<file path="config.mk">
export PLATFORM = sky130hd
export DESIGN_NAME = sdram_row_tracker
export DESIGN_NICKNAME = d
export VERILOG_FILES = /design/src/rtl/sdrt_pkg.sv /design/src/rtl/sdrt_bank_table.sv /design/src/rtl/sdrt_wait_timer.sv /design/src/rtl/sdrt_sequencer.sv /design/src/rtl/sdram_row_tracker.sv
export SDC_FILE = /design/constraint.sdc
export NUM_CORES = 1
export LEC_CHECK = 0
export BUFFER_PORTS_ARGS = -buffer_cell sky130_fd_sc_hd__buf_4
export CAP_MARGIN = 10
export CORE_AREA = 2 2 187 134
export CTS_BUF_LIST = sky130_fd_sc_hd__clkbuf_4
export CTS_CLUSTER_SIZE = 12
export DETAILED_ROUTE_END_ITERATION = 7
export DIE_AREA = 0 0 189 136
export SETUP_SLACK_MARGIN = 0.5
export SYNTH_ARGS = -nofsm -noshare
export SYNTH_HDL_FRONTEND = slang
export SYNTH_HIERARCHICAL = 1
export SYNTH_SLANG_ARGS = --single-unit
</file>
<file path="constraint.sdc">
create_clock -name clk -period 10.55 [get_ports clk]
set_input_delay 1.5825 -clock clk [delete_from_list [all_inputs] [get_ports clk]]
set_output_delay 1.5825 -clock clk [all_outputs]
set_load 0.1 [all_outputs]
</file>
<file path="src/rtl/sdrt_pkg.sv">
// Package: shared command and sequencer state encodings for the
// SDRAM open-row bank tracker. Command codes are visible on cmd_o.
package sdrt_pkg;

    typedef enum logic [2:0] {
        CMD_NOP = 3'd0,
        CMD_ACT = 3'd1,
        CMD_PRE = 3'd2,
        CMD_RD  = 3'd3,
        CMD_WR  = 3'd4
    } sdr_cmd_e;

    typedef enum logic [1:0] {
        ST_IDLE     = 2'd0,
        ST_WAIT_RP  = 2'd1,
        ST_WAIT_RCD = 2'd2,
        ST_RECOVER  = 2'd3
    } seq_state_e;

endpackage

</file>
<file path="src/rtl/sdrt_bank_table.sv">
// Module: sdrt_bank_table
// Holds one valid flag and one open-row register per internal bank.
// Provides a combinational lookup (open / row hit) for one bank.
// Assumes: at most one of set_en / clr_en is active per cycle; clr_all
// takes priority over both.
module sdrt_bank_table #(
    parameter int BANKS = 4,
    parameter int ROW_W = 16,
    localparam int BANK_W = $clog2(BANKS)
) (
    input  logic              clk,
    input  logic              rst_n,
    input  logic [BANK_W-1:0] lk_bank,
    input  logic [ROW_W-1:0]  lk_row,
    output logic              lk_open,
    output logic              lk_hit,
    input  logic              set_en,
    input  logic [BANK_W-1:0] set_bank,
    input  logic [ROW_W-1:0]  set_row,
    input  logic              clr_en,
    input  logic [BANK_W-1:0] clr_bank,
    input  logic              clr_all
);

    logic [BANKS-1:0]       valid_q;
    logic [BANKS*ROW_W-1:0] rows_flat;
    logic [ROW_W-1:0]       sel_row;

    for (genvar g = 0; g < BANKS; g++) begin : g_bank
        logic             vld_r;
        logic [ROW_W-1:0] row_r;

        // Update this bank's open-row entry.
        always_ff @(posedge clk) begin
            if (!rst_n) begin
                vld_r <= 1'b0;
                row_r <= '0;
            end else if (clr_all) begin
                vld_r <= 1'b0;
            end else if (set_en && set_bank == BANK_W'(g)) begin
                vld_r <= 1'b1;
                row_r <= set_row;
            end else if (clr_en && clr_bank == BANK_W'(g)) begin
                vld_r <= 1'b0;
            end
        end

        assign valid_q[g]                    = vld_r;
        assign rows_flat[g*ROW_W +: ROW_W]   = row_r;
    end

    // Select the stored row of the looked-up bank.
    always_comb begin
        sel_row = rows_flat[ROW_W*int'(lk_bank) +: ROW_W];
    end

    assign lk_open = valid_q[lk_bank];
    assign lk_hit  = lk_open && (sel_row == lk_row);


    pre_all_clears_chk: assert property (@(posedge clk) disable iff (!rst_n)
        clr_all |=> (valid_q == '0));


    other_banks_kept_chk: assert property (@(posedge clk) disable iff (!rst_n)
        (clr_en && !clr_all && !set_en) |=>
        ((valid_q | (BANKS'(1) << $past(clr_bank))) ==
         ($past(valid_q) | (BANKS'(1) << $past(clr_bank)))));

endmodule

</file>
<file path="src/rtl/sdrt_wait_timer.sv">
// Module: sdrt_wait_timer
// Down-counter for command spacing. Load sets the count; it then falls
// by one per cycle until zero. zero_o tells the sequencer it may issue.
// Assumes: load only when the sequencer issues ACT or PRE.
module sdrt_wait_timer #(
    parameter int CNT_W = 4
) (
    input  logic             clk,
    input  logic             rst_n,
    input  logic             load,
    input  logic [CNT_W-1:0] load_val,
    output logic [CNT_W-1:0] cnt_o,
    output logic             zero_o
);

    logic [CNT_W-1:0] cnt_q;

    // Load or count down toward zero.
    always_ff @(posedge clk) begin
        if (!rst_n) begin
            cnt_q <= '0;
        end else if (load) begin
            cnt_q <= load_val;
        end else if (cnt_q != '0) begin
            cnt_q <= cnt_q - 1'b1;
        end
    end

    assign cnt_o  = cnt_q;
    assign zero_o = (cnt_q == '0);


    countdown_step_chk: assert property (@(posedge clk) disable iff (!rst_n)
        (!load && cnt_q != '0) |=> (cnt_q == $past(cnt_q) - 1'b1));

endmodule

</file>
<file path="src/rtl/sdrt_sequencer.sv">
// Module: sdrt_sequencer
// Accepts one access at a time, classifies it (hit / closed / conflict)
// from the bank table, and drives registered ACT, PRE, RD/WR and NOP
// commands with spacing taken from the wait timer.
// Assumes: the requester holds req_* stable until req_ready and drops
// req_valid in the ready cycle; one idle NOP cycle follows each access.
module sdrt_sequencer
    import sdrt_pkg::*;
#(
    parameter int BANKS = 4,
    parameter int ROW_W = 16,
    parameter int COL_W = 10,
    parameter int CNT_W = 4,
    localparam int BANK_W = $clog2(BANKS),
    localparam int ADDR_W = ROW_W,
    localparam int AP_BIT = 10
) (
    input  logic              clk,
    input  logic              rst_n,
    input  logic              req_valid,
    input  logic              req_write,
    input  logic [BANK_W-1:0] req_bank,
    input  logic [ROW_W-1:0]  req_row,
    input  logic [COL_W-1:0]  req_col,
    output logic              req_ready,
    input  logic              lk_open,
    input  logic              lk_hit,
    input  logic              tmr_zero,
    input  logic [CNT_W-1:0]  cfg_trcd,
    input  logic [CNT_W-1:0]  cfg_trp,
    output logic              tmr_load,
    output logic [CNT_W-1:0]  tmr_val,
    output logic              set_en,
    output logic [BANK_W-1:0] set_bank,
    output logic [ROW_W-1:0]  set_row,
    output logic              clr_en,
    output logic [BANK_W-1:0] clr_bank,
    output logic [2:0]        cmd_o,
    output logic [BANK_W-1:0] ba_o,
    output logic [ADDR_W-1:0] addr_o
);

    seq_state_e        st_q, st_d;
    sdr_cmd_e          cmd_q, cmd_d;
    logic [BANK_W-1:0] ba_q, ba_d;
    logic [ADDR_W-1:0] addr_q, addr_d;
    logic              ready_q, ready_d;
    logic              latch_en;
    logic [BANK_W-1:0] lat_bank;
    logic [ROW_W-1:0]  lat_row;
    logic [COL_W-1:0]  lat_col;
    logic              lat_wr;

    // Decide next state, next command and table/timer updates.
    always_comb begin
        st_d     = st_q;
        cmd_d    = CMD_NOP;
        ba_d     = '0;
        addr_d   = '0;
        ready_d  = 1'b0;
        latch_en = 1'b0;
        tmr_load = 1'b0;
        tmr_val  = '0;
        set_en   = 1'b0;
        set_bank = lat_bank;
        set_row  = lat_row;
        clr_en   = 1'b0;
        clr_bank = req_bank;
        unique case (st_q)
            ST_IDLE: begin
                if (req_valid) begin
                    latch_en = 1'b1;
                    ba_d     = req_bank;
                    if (lk_hit) begin
                        cmd_d   = req_write ? CMD_WR : CMD_RD;
                        addr_d  = ADDR_W'(req_col);
                        ready_d = 1'b1;
                        st_d    = ST_RECOVER;
                    end else if (lk_open) begin
                        cmd_d    = CMD_PRE;
                        addr_d   = '0;
                        addr_d[AP_BIT] = 1'b0;
                        clr_en   = 1'b1;
                        tmr_load = 1'b1;
                        tmr_val  = cfg_trp;
                        st_d     = ST_WAIT_RP;
                    end else begin
                        cmd_d    = CMD_ACT;
                        addr_d   = req_row;
                        set_en   = 1'b1;
                        set_bank = req_bank;
                        set_row  = req_row;
                        tmr_load = 1'b1;
                        tmr_val  = cfg_trcd;
                        st_d     = ST_WAIT_RCD;
                    end
                end
            end
            ST_WAIT_RP: begin
                if (tmr_zero) begin
                    cmd_d    = CMD_ACT;
                    ba_d     = lat_bank;
                    addr_d   = lat_row;
                    set_en   = 1'b1;
                    tmr_load = 1'b1;
                    tmr_val  = cfg_trcd;
                    st_d     = ST_WAIT_RCD;
                end
            end
            ST_WAIT_RCD: begin
                if (tmr_zero) begin
                    cmd_d   = lat_wr ? CMD_WR : CMD_RD;
                    ba_d    = lat_bank;
                    addr_d  = ADDR_W'(lat_col);
                    ready_d = 1'b1;
                    st_d    = ST_RECOVER;
                end
            end
            ST_RECOVER: begin
                st_d = ST_IDLE;
            end
            default: st_d = ST_IDLE;
        endcase
    end

    // Register state and the command pins.
    always_ff @(posedge clk) begin
        if (!rst_n) begin
            st_q    <= ST_IDLE;
            cmd_q   <= CMD_NOP;
            ba_q    <= '0;
            addr_q  <= '0;
            ready_q <= 1'b0;
        end else begin
            st_q    <= st_d;
            cmd_q   <= cmd_d;
            ba_q    <= ba_d;
            addr_q  <= addr_d;
            ready_q <= ready_d;
        end
    end

    // Capture the accepted request for the later commands.
    always_ff @(posedge clk) begin
        if (!rst_n) begin
            lat_bank <= '0;
            lat_row  <= '0;
            lat_col  <= '0;
            lat_wr   <= 1'b0;
        end else if (latch_en) begin
            lat_bank <= req_bank;
            lat_row  <= req_row;
            lat_col  <= req_col;
            lat_wr   <= req_write;
        end
    end

    assign cmd_o     = cmd_q;
    assign ba_o      = ba_q;
    assign addr_o    = addr_q;
    assign req_ready = ready_q;


    act_then_wait_chk: assert property (@(posedge clk) disable iff (!rst_n)
        (cmd_q == CMD_ACT && !tmr_zero) |=> (cmd_q == CMD_NOP));


    pre_not_to_column_chk: assert property (@(posedge clk) disable iff (!rst_n)
        (cmd_q == CMD_PRE) |=> (cmd_q != CMD_RD && cmd_q != CMD_WR));


    act_not_repeated_chk: assert property (@(posedge clk) disable iff (!rst_n)
        (cmd_q == CMD_ACT) |=> (cmd_q != CMD_ACT && cmd_q != CMD_PRE));


    ready_single_pulse_chk: assert property (@(posedge clk) disable iff (!rst_n)
        req_ready |=> !req_ready);

endmodule

</file>
<file path="src/rtl/sdram_row_tracker.sv">
// Module: sdram_row_tracker (top)
// Open-row tracker for a four-bank SDRAM: bank table, wait timer and
// command sequencer. Assumes the requester follows the hold-until-ready
// handshake and that cfg_* are stable while an access is in flight.
module sdram_row_tracker #(
    parameter int BANKS = 4,
    parameter int ROW_W = 16,
    parameter int COL_W = 10,
    parameter int CNT_W = 4,
    localparam int BANK_W = $clog2(BANKS)
) (
    input  logic              clk,
    input  logic              rst_n,
    input  logic              req_valid,
    input  logic              req_write,
    input  logic [BANK_W-1:0] req_bank,
    input  logic [ROW_W-1:0]  req_row,
    input  logic [COL_W-1:0]  req_col,
    output logic              req_ready,
    input  logic              pre_all,
    input  logic [CNT_W-1:0]  cfg_trcd,
    input  logic [CNT_W-1:0]  cfg_trp,
    output logic [2:0]        cmd_o,
    output logic [BANK_W-1:0] ba_o,
    output logic [ROW_W-1:0]  addr_o
);

    logic              lk_open, lk_hit;
    logic              set_en, clr_en;
    logic [BANK_W-1:0] set_bank, clr_bank;
    logic [ROW_W-1:0]  set_row;
    logic              tmr_load, tmr_zero;
    logic [CNT_W-1:0]  tmr_val, tmr_cnt;

    sdrt_bank_table #(.BANKS(BANKS), .ROW_W(ROW_W)) u_table (
        .clk      (clk),
        .rst_n    (rst_n),
        .lk_bank  (req_bank),
        .lk_row   (req_row),
        .lk_open  (lk_open),
        .lk_hit   (lk_hit),
        .set_en   (set_en),
        .set_bank (set_bank),
        .set_row  (set_row),
        .clr_en   (clr_en),
        .clr_bank (clr_bank),
        .clr_all  (pre_all)
    );

    sdrt_wait_timer #(.CNT_W(CNT_W)) u_timer (
        .clk      (clk),
        .rst_n    (rst_n),
        .load     (tmr_load),
        .load_val (tmr_val),
        .cnt_o    (tmr_cnt),
        .zero_o   (tmr_zero)
    );

    sdrt_sequencer #(.BANKS(BANKS), .ROW_W(ROW_W), .COL_W(COL_W), .CNT_W(CNT_W)) u_seq (
        .clk       (clk),
        .rst_n     (rst_n),
        .req_valid (req_valid),
        .req_write (req_write),
        .req_bank  (req_bank),
        .req_row   (req_row),
        .req_col   (req_col),
        .req_ready (req_ready),
        .lk_open   (lk_open),
        .lk_hit    (lk_hit),
        .tmr_zero  (tmr_zero),
        .cfg_trcd  (cfg_trcd),
        .cfg_trp   (cfg_trp),
        .tmr_load  (tmr_load),
        .tmr_val   (tmr_val),
        .set_en    (set_en),
        .set_bank  (set_bank),
        .set_row   (set_row),
        .clr_en    (clr_en),
        .clr_bank  (clr_bank),
        .cmd_o     (cmd_o),
        .ba_o      (ba_o),
        .addr_o    (addr_o)
    );


    idle_pins_zero_chk: assert property (@(posedge clk) disable iff (!rst_n)
        (cmd_o == 3'd0) |-> (ba_o == '0 && addr_o == '0 && !req_ready));

    // timer count is never left pending after a column command
    ready_timer_done_chk: assert property (@(posedge clk) disable iff (!rst_n)
        req_ready |-> (tmr_cnt == '0));

endmodule

</file>
# Word level (Yosys, flattened, before mapping)
# Index checks and enable logic that the tools add are counted.
# word_totals
regBits	125
in_bits	41
out_inout_bits	22
word_cells	127
# classes
n_addsub	1
n_lt_le_gt_ge	1
n_eq_ne	13
shifts	1
mux	65
bitwise	2
n_reduce_logical	26
# op_table
op	n
16-bit 2-to-1 mux	8
64-bit by 7-bit indexed part select with 16-bit output	1
16-bit one-hot mux with 3 select lines	1
1-bit 2-to-1 mux	24
2-bit 2-to-1 mux	12
4-bit 2-to-1 mux	6
16-bit equality test	1
3-bit 2-to-1 mux	5
2-bit equality test, second input constant	6
10-bit 2-to-1 mux	1
2-bit nonzero test	5
1-bit logical AND	9
3-bit one-hot mux with 3 select lines	1
2-bit one-hot mux with 4 select lines	1
4-bit one-hot mux with 2 select lines	1
2-bit AND reduction	4
2-bit by 1-bit equality test with 1-bit output, second input constant	3
2-bit zero test	3
2-bit inequality test, second input constant	3
1-bit one-hot mux with 2 select lines	3
4-bit zero test	1
2-bit one-hot mux with 2 select lines	1
4-bit nonzero test	1
2-bit OR reduction	2
other kinds (5)	6

# Depth between registers and ports, before layout
# depth
ltp_word	9
ltp_mapped	19
ltp_nobuf	12

# By module
# Netlist, hierarchy kept.
# modules_own_cells
module	instances	cells_per_inst	area_per_inst_um2	seq_area_each_um2
sdrt_bank_table	1	356	3186.8	1361.3
sdrt_sequencer	1	320	2506.2	1061.0
sdrt_wait_timer	1	23	230.2	80.1

# Least setup slack after synthesis
# OpenSTA, ideal clock, no wires.
# synth_path
path_kind	in2reg
start	in req_bank[0]
end	reg u_table.g_bank[0].row_r[10]
t_arrival_ns	4.813
required_ns	10.474
slack_ns	5.661
path_stages	17
path_cell_list	buf_2 clkbuf_1 mux4_1 xnor2_1 o2111ai_1 nor4_2 buf_4 nor4bb_1 buf_2 buf_4 nand2_1 nand2_1 clkbuf_1 nor3_1 clkbuf_1 nand2_1 a21boi_0
# synth_between
elab_chain_len	9
elab_cells_between_ends	20
# synth_rtl
element	line_no	rtl
from (decl)	sdram_row_tracker.sv:16	input logic [BANK_W-1:0] req_bank,
64-bit by 7-bit indexed part select with 16-bit output or 1-bit binary-select mux with 2-bit select (tied branches)	sdrt_bank_table.sv:54, sdrt_bank_table.sv:57	
16-bit equality test or 1-bit 2-to-1 mux (tied branches)	sdrt_bank_table.sv:58, sdrt_bank_table.sv:57	
1-bit logical AND *	sdrt_bank_table.sv:58	assign lk_hit = lk_open && (sel_row == lk_row);
via lk_hit	sdram_row_tracker.sv:28	logic lk_open, lk_hit;
2-bit 2-to-1 mux *	sdrt_sequencer.sv:74	if (lk_hit) begin
2-bit 2-to-1 mux *	sdrt_sequencer.sv:71	if (req_valid) begin
2-bit 2-to-1 mux *	sdrt_sequencer.sv:69	unique case (st_q)
via set_bank[0]	sdram_row_tracker.sv:30	logic [BANK_W-1:0] set_bank, clr_bank;
2-bit zero test *	sdrt_bank_table.sv:40	end else if (set_en && set_bank == BANK_W'(g)) begin
1-bit logical AND *	sdrt_bank_table.sv:40	
2-bit AND reduction (no source line) *	-	
to (signal assigned)	sdrt_bank_table.sv:42	row_r <= set_row;
to (decl)	sdrt_bank_table.sv:31	logic [ROW_W-1:0] row_r;
# The timed path passes the listed nets; every way through them passes the cells marked *. The select of a mux whose other input is x is not followed.
# A chain may end at the register's enable or synchronous reset.

# Worst setup path in the final report
# layout_path
start	in req_bank[1]
end	reg u_table.g_bank[1].row_r[12]
# layout_between
elab_cells_between_ends	20
# layout_rtl
element	line_no	rtl
64-bit by 7-bit indexed part select with 16-bit output or 1-bit binary-select mux with 2-bit select (tied branches)	sdrt_bank_table.sv:54, sdrt_bank_table.sv:57	
16-bit equality test or 1-bit 2-to-1 mux (tied branches)	sdrt_bank_table.sv:58, sdrt_bank_table.sv:57	
1-bit logical AND *	sdrt_bank_table.sv:58	
via lk_hit	sdram_row_tracker.sv:28	
1-bit 2-to-1 mux *	sdrt_sequencer.sv:74	
1-bit 2-to-1 mux *	sdrt_sequencer.sv:71	
1-bit one-hot mux with 2 select lines *	sdrt_sequencer.sv:69	
via set_en	sdram_row_tracker.sv:29	logic set_en, clr_en;
1-bit logical AND *	sdrt_bank_table.sv:40	
2-bit AND reduction (no source line) *	-	
to (signal assigned)	sdrt_bank_table.sv:42	
to (decl)	sdrt_bank_table.sv:31	
# Marked as above.

==> out/qor.csv <==
metric;value;unit
status;completed;
clkSlewWorstSetupHoldPaths;0.11;ns
grt_setup_unrepaired;false;
syn_nets;747;
clk-insertion-delay-late;0.52;ns
crit_slowest_cell;nand2_1;
path_class;input port to flip-flop;
timing.slew.headroom;31.1;%
worstPathCellList;buf_4 -> mux4_2 -> xor2_1 -> nor4_2 -> o2111ai_1 -> nor4_2 -> buf_4 -> nand4bb_1 -> buf_4 -> nand2_1 -> and2_1 -> nor2b_1 -> nand2_1 -> nand2_1 -> a21boi_0;
synth_area_leaders;dfxtp_1 (42%), nand2_1 (16%), a21boi_0 (12%);
netlist.area_leader.share;42.2;%
fmax;0.187;GHz
synth_seq_cells;125;
pwr-share-clk;23.3;%
worst-endpoint-arrival;5.80;ns
cts_buffer_depth;2;
tns;0;ns
drc_errors;0;
p_sw;0.620;mW
die_width;189;um
power.internal;0.859;mW
drt_iter0_markers;501;
place_congestion;0.781;
grt_remaining_overflow;0;
first_pass_iters;5;
core-area;0.0241;sq mm
async_flop_share;0;%
cts-buffers-inserted;17;
cp.buffers_inverters;3;
yosysSeqAreaShare;42.2;%
antenna_found_initial;1;
cts.repair.resized;0;
hp-class;flip-flop to flip-flop;
syn_to_final_growth;17.4;%
ys.flop_type;dfxtp_1;
routed_wl;17400;um
cp.required;10.99;ns
cts_tree;done;
startpoint_type;input port;
drive_above_1_share;16.1;%
synth_area;0.00592;sq mm
synth.distinct_cells;50;
yosys.area.top_type;dfxtp_1;
critical_path.top_delay_family;simple AND/OR/NAND/NOR gates;
cts_sinks;125;
nNetsFinal;793;
dieArea;0.0257;sq mm
finalPower;1.48;mW
root_buffer;clkbuf_4;
final_hold_viol_count;0;
vias;5022;
post-cts-setup-buffers;0;
via_per_inst;4.64;
avgSynthCellArea;8.47;sq um
synth_edf_count;0;
finalSetupViolations;0;
slew_viol_final;0;
cts.htree.levels;4;
start_util;24.6;%
ir_drop;0.0823;mV
portBuffers;62;
hold_buffers;0;
utilization;28.9;%
worstMarginPinSlew;1.03;ns
grt_max_degree;107;
dp_hpwl;11600;um
grt_usage;13.8;%
swShare;41.9;%
max_cap_viol_count;0;
antenna_left;0;
fin_crit;5.36;ns
place_area;0.00667;sq mm
ys.warnings.count;6;
powerDensity;213;mW/mm^2
syn_inst;699;
wire_per_inst;16.0;um
design_area;0.00695;sq mm
dieHeight;136;um
placementRows;48;
seqPwrFrac;38.0;%
critPathMaxStageDelay;0.61;ns
fin_crit_sh;50.8;%
worstPathMaxFanout;25;
skew;0.0236;ns
grt_pass1_vias;4751;
p_comb_share;38.7;%
ios;63;
crit_path_end_kind;flip-flop;
cellLeakagePower;2.53;nW
grt_pass1_wl;27200;um
==> routing by layer <==
metal,vias up,routed length [um],track usage (%)
li1,2462,-,-
met1,2369,8780,20.7
met2,172,7110,19.5
met3,19,1270,3.07
met4,0,213,4.08
met5,-,0,0
==> flip-flops by register name, indices dropped and copies added (netlist names) <==
register / count
u_seq/lat_row: 16
u_seq/addr_o: 16
u_timer/cnt_o: 4
u_seq/req_ready: 1
u_seq/cmd_o: 3
u_seq/lat_bank: 2
u_table/g_bank.row_r: 64
u_seq/st_q: 2
u_seq/lat_wr: 1
u_table/g_bank.vld_r: 4
u_seq/lat_col: 10
u_seq/ba_o: 2
==> area by class of cell <==
cell class,instances,area (sq um)
Clock buffer,20,150
Antenna cell,2,5.00
Clock inverter,10,124
Timing Repair Buffer,70,526
Sequential cell,125,2500
Inverter,6,22.5
Fill cell,2522,17100
Multi-Input combinational cell,525,3220
Tap cell,325,407
==> synthesized netlist by cell type, drive strengths merged (2+ instances only) <==
master,n
nand2,259
dfxtp,125
a21boi,94
clkbuf,26
nor2,23
buf,17
a21oi,15
mux4,15
xnor2,14
nand3,12
a22oi,11
a221o,10
o21ai,8
ha,7
mux2i,7
inv,6
nand2b,6
nor2b,5
and2,4
xor2,4
a32o,3
nor3,3
nor4,3
o2111ai,3
or2,3
a21o,2
nand3b,2
nor3b,2
==> power groups by stage <==
stage                     registers (mW)  clock network, mW  logic (mW)
after floorplan                    0.675                  0       0.305
after detailed placement           0.572                  0       0.567
final                              0.562              0.344       0.572
after CTS                          0.562              0.353       0.568
after global routing               0.568              0.374       0.618
after global placement             0.572                  0       0.563
==> path summary, 6_finish.rpt <==
kind | slack, ns | startpoint | depth (start not counted) | endpoint
worst max-delay path | 5.19 | req_bank[1] | 15 | u_table/g_bank[1].row_r[12]
worst min-delay path | 0.46 | u_table/g_bank[0].row_r[14] | 2 | u_table/g_bank[0].row_r[14]
worst max register to register | 6.41 | u_table/g_bank[3].row_r[4] | 14 | u_table/g_bank[1].row_r[12]
worst min register to register | 0.46 | u_table/g_bank[0].row_r[14] | 2 | u_table/g_bank[0].row_r[14]
==> placed cells by master (no fill, tap or decap), drive strengths merged, types with 2 or more instances in the layout <==
cell     instances
xor2             4
nand3b           2
bufinv           3
nor2b            5
xnor2           14
nand2          259
diode            2
a21oi           15
dfxtp          125
ha               7
or2              3
clkbuf          20
and2             4
a221o           10
nand2b           6
nand3           12
nor3             3
clkinv           6
buf             70
nor3b            2
a22oi           11
nor4             3
mux4            15
a32o             3
o21ai            8
inv              6
o2111ai          3
nor2            23
a21o             2
mux2i            7
a21boi          94
==> cell families (layout without fill, tap and decap cells) <==
| group | Yosys count | after routing | synth area share [%] |
|---|---|---|---|
| simple gates | 325 | 325 | 23.2 |
| flops | 125 | 125 | 42.2 |
| buf+inv | 49 | 106 | 3.87 |
| other cells | 0 | 2 | 0 |
| mux | 23 | 23 | 7.46 |
| compound gates | 152 | 152 | 19.1 |
| fa+ha+maj | 7 | 7 | 1.48 |
| xor+xnor | 18 | 18 | 2.66 |
==> stage by stage <==
step                      hold WS, ns  instances  worst slack (ns)
after floorplan                 0.432        699              5.66
after global routing            0.494       1083              4.94
after detailed placement        0.450       1051              4.73
after global placement          0.449       1051              4.83
final                           0.464       1083              5.19
after CTS                       0.466       1081              5.28
==> worst register-to-register path, stage by stage, from the launching register on <==
cell and delay, ns:
dfxtp_1 0.32, mux4_2 0.47, xor2_1 0.19, nor4_2 0.37
o2111ai_1 0.20, nor4_2 0.22, buf_4 0.26, nand4bb_1 0.15
buf_4 0.27, nand2_1 0.18, and2_1 0.26, nor2b_1 0.18
nand2_1 0.61, nand2_1 0.14, a21boi_0 0.22
No activity file was read; power rests on OpenSTA's default activity.
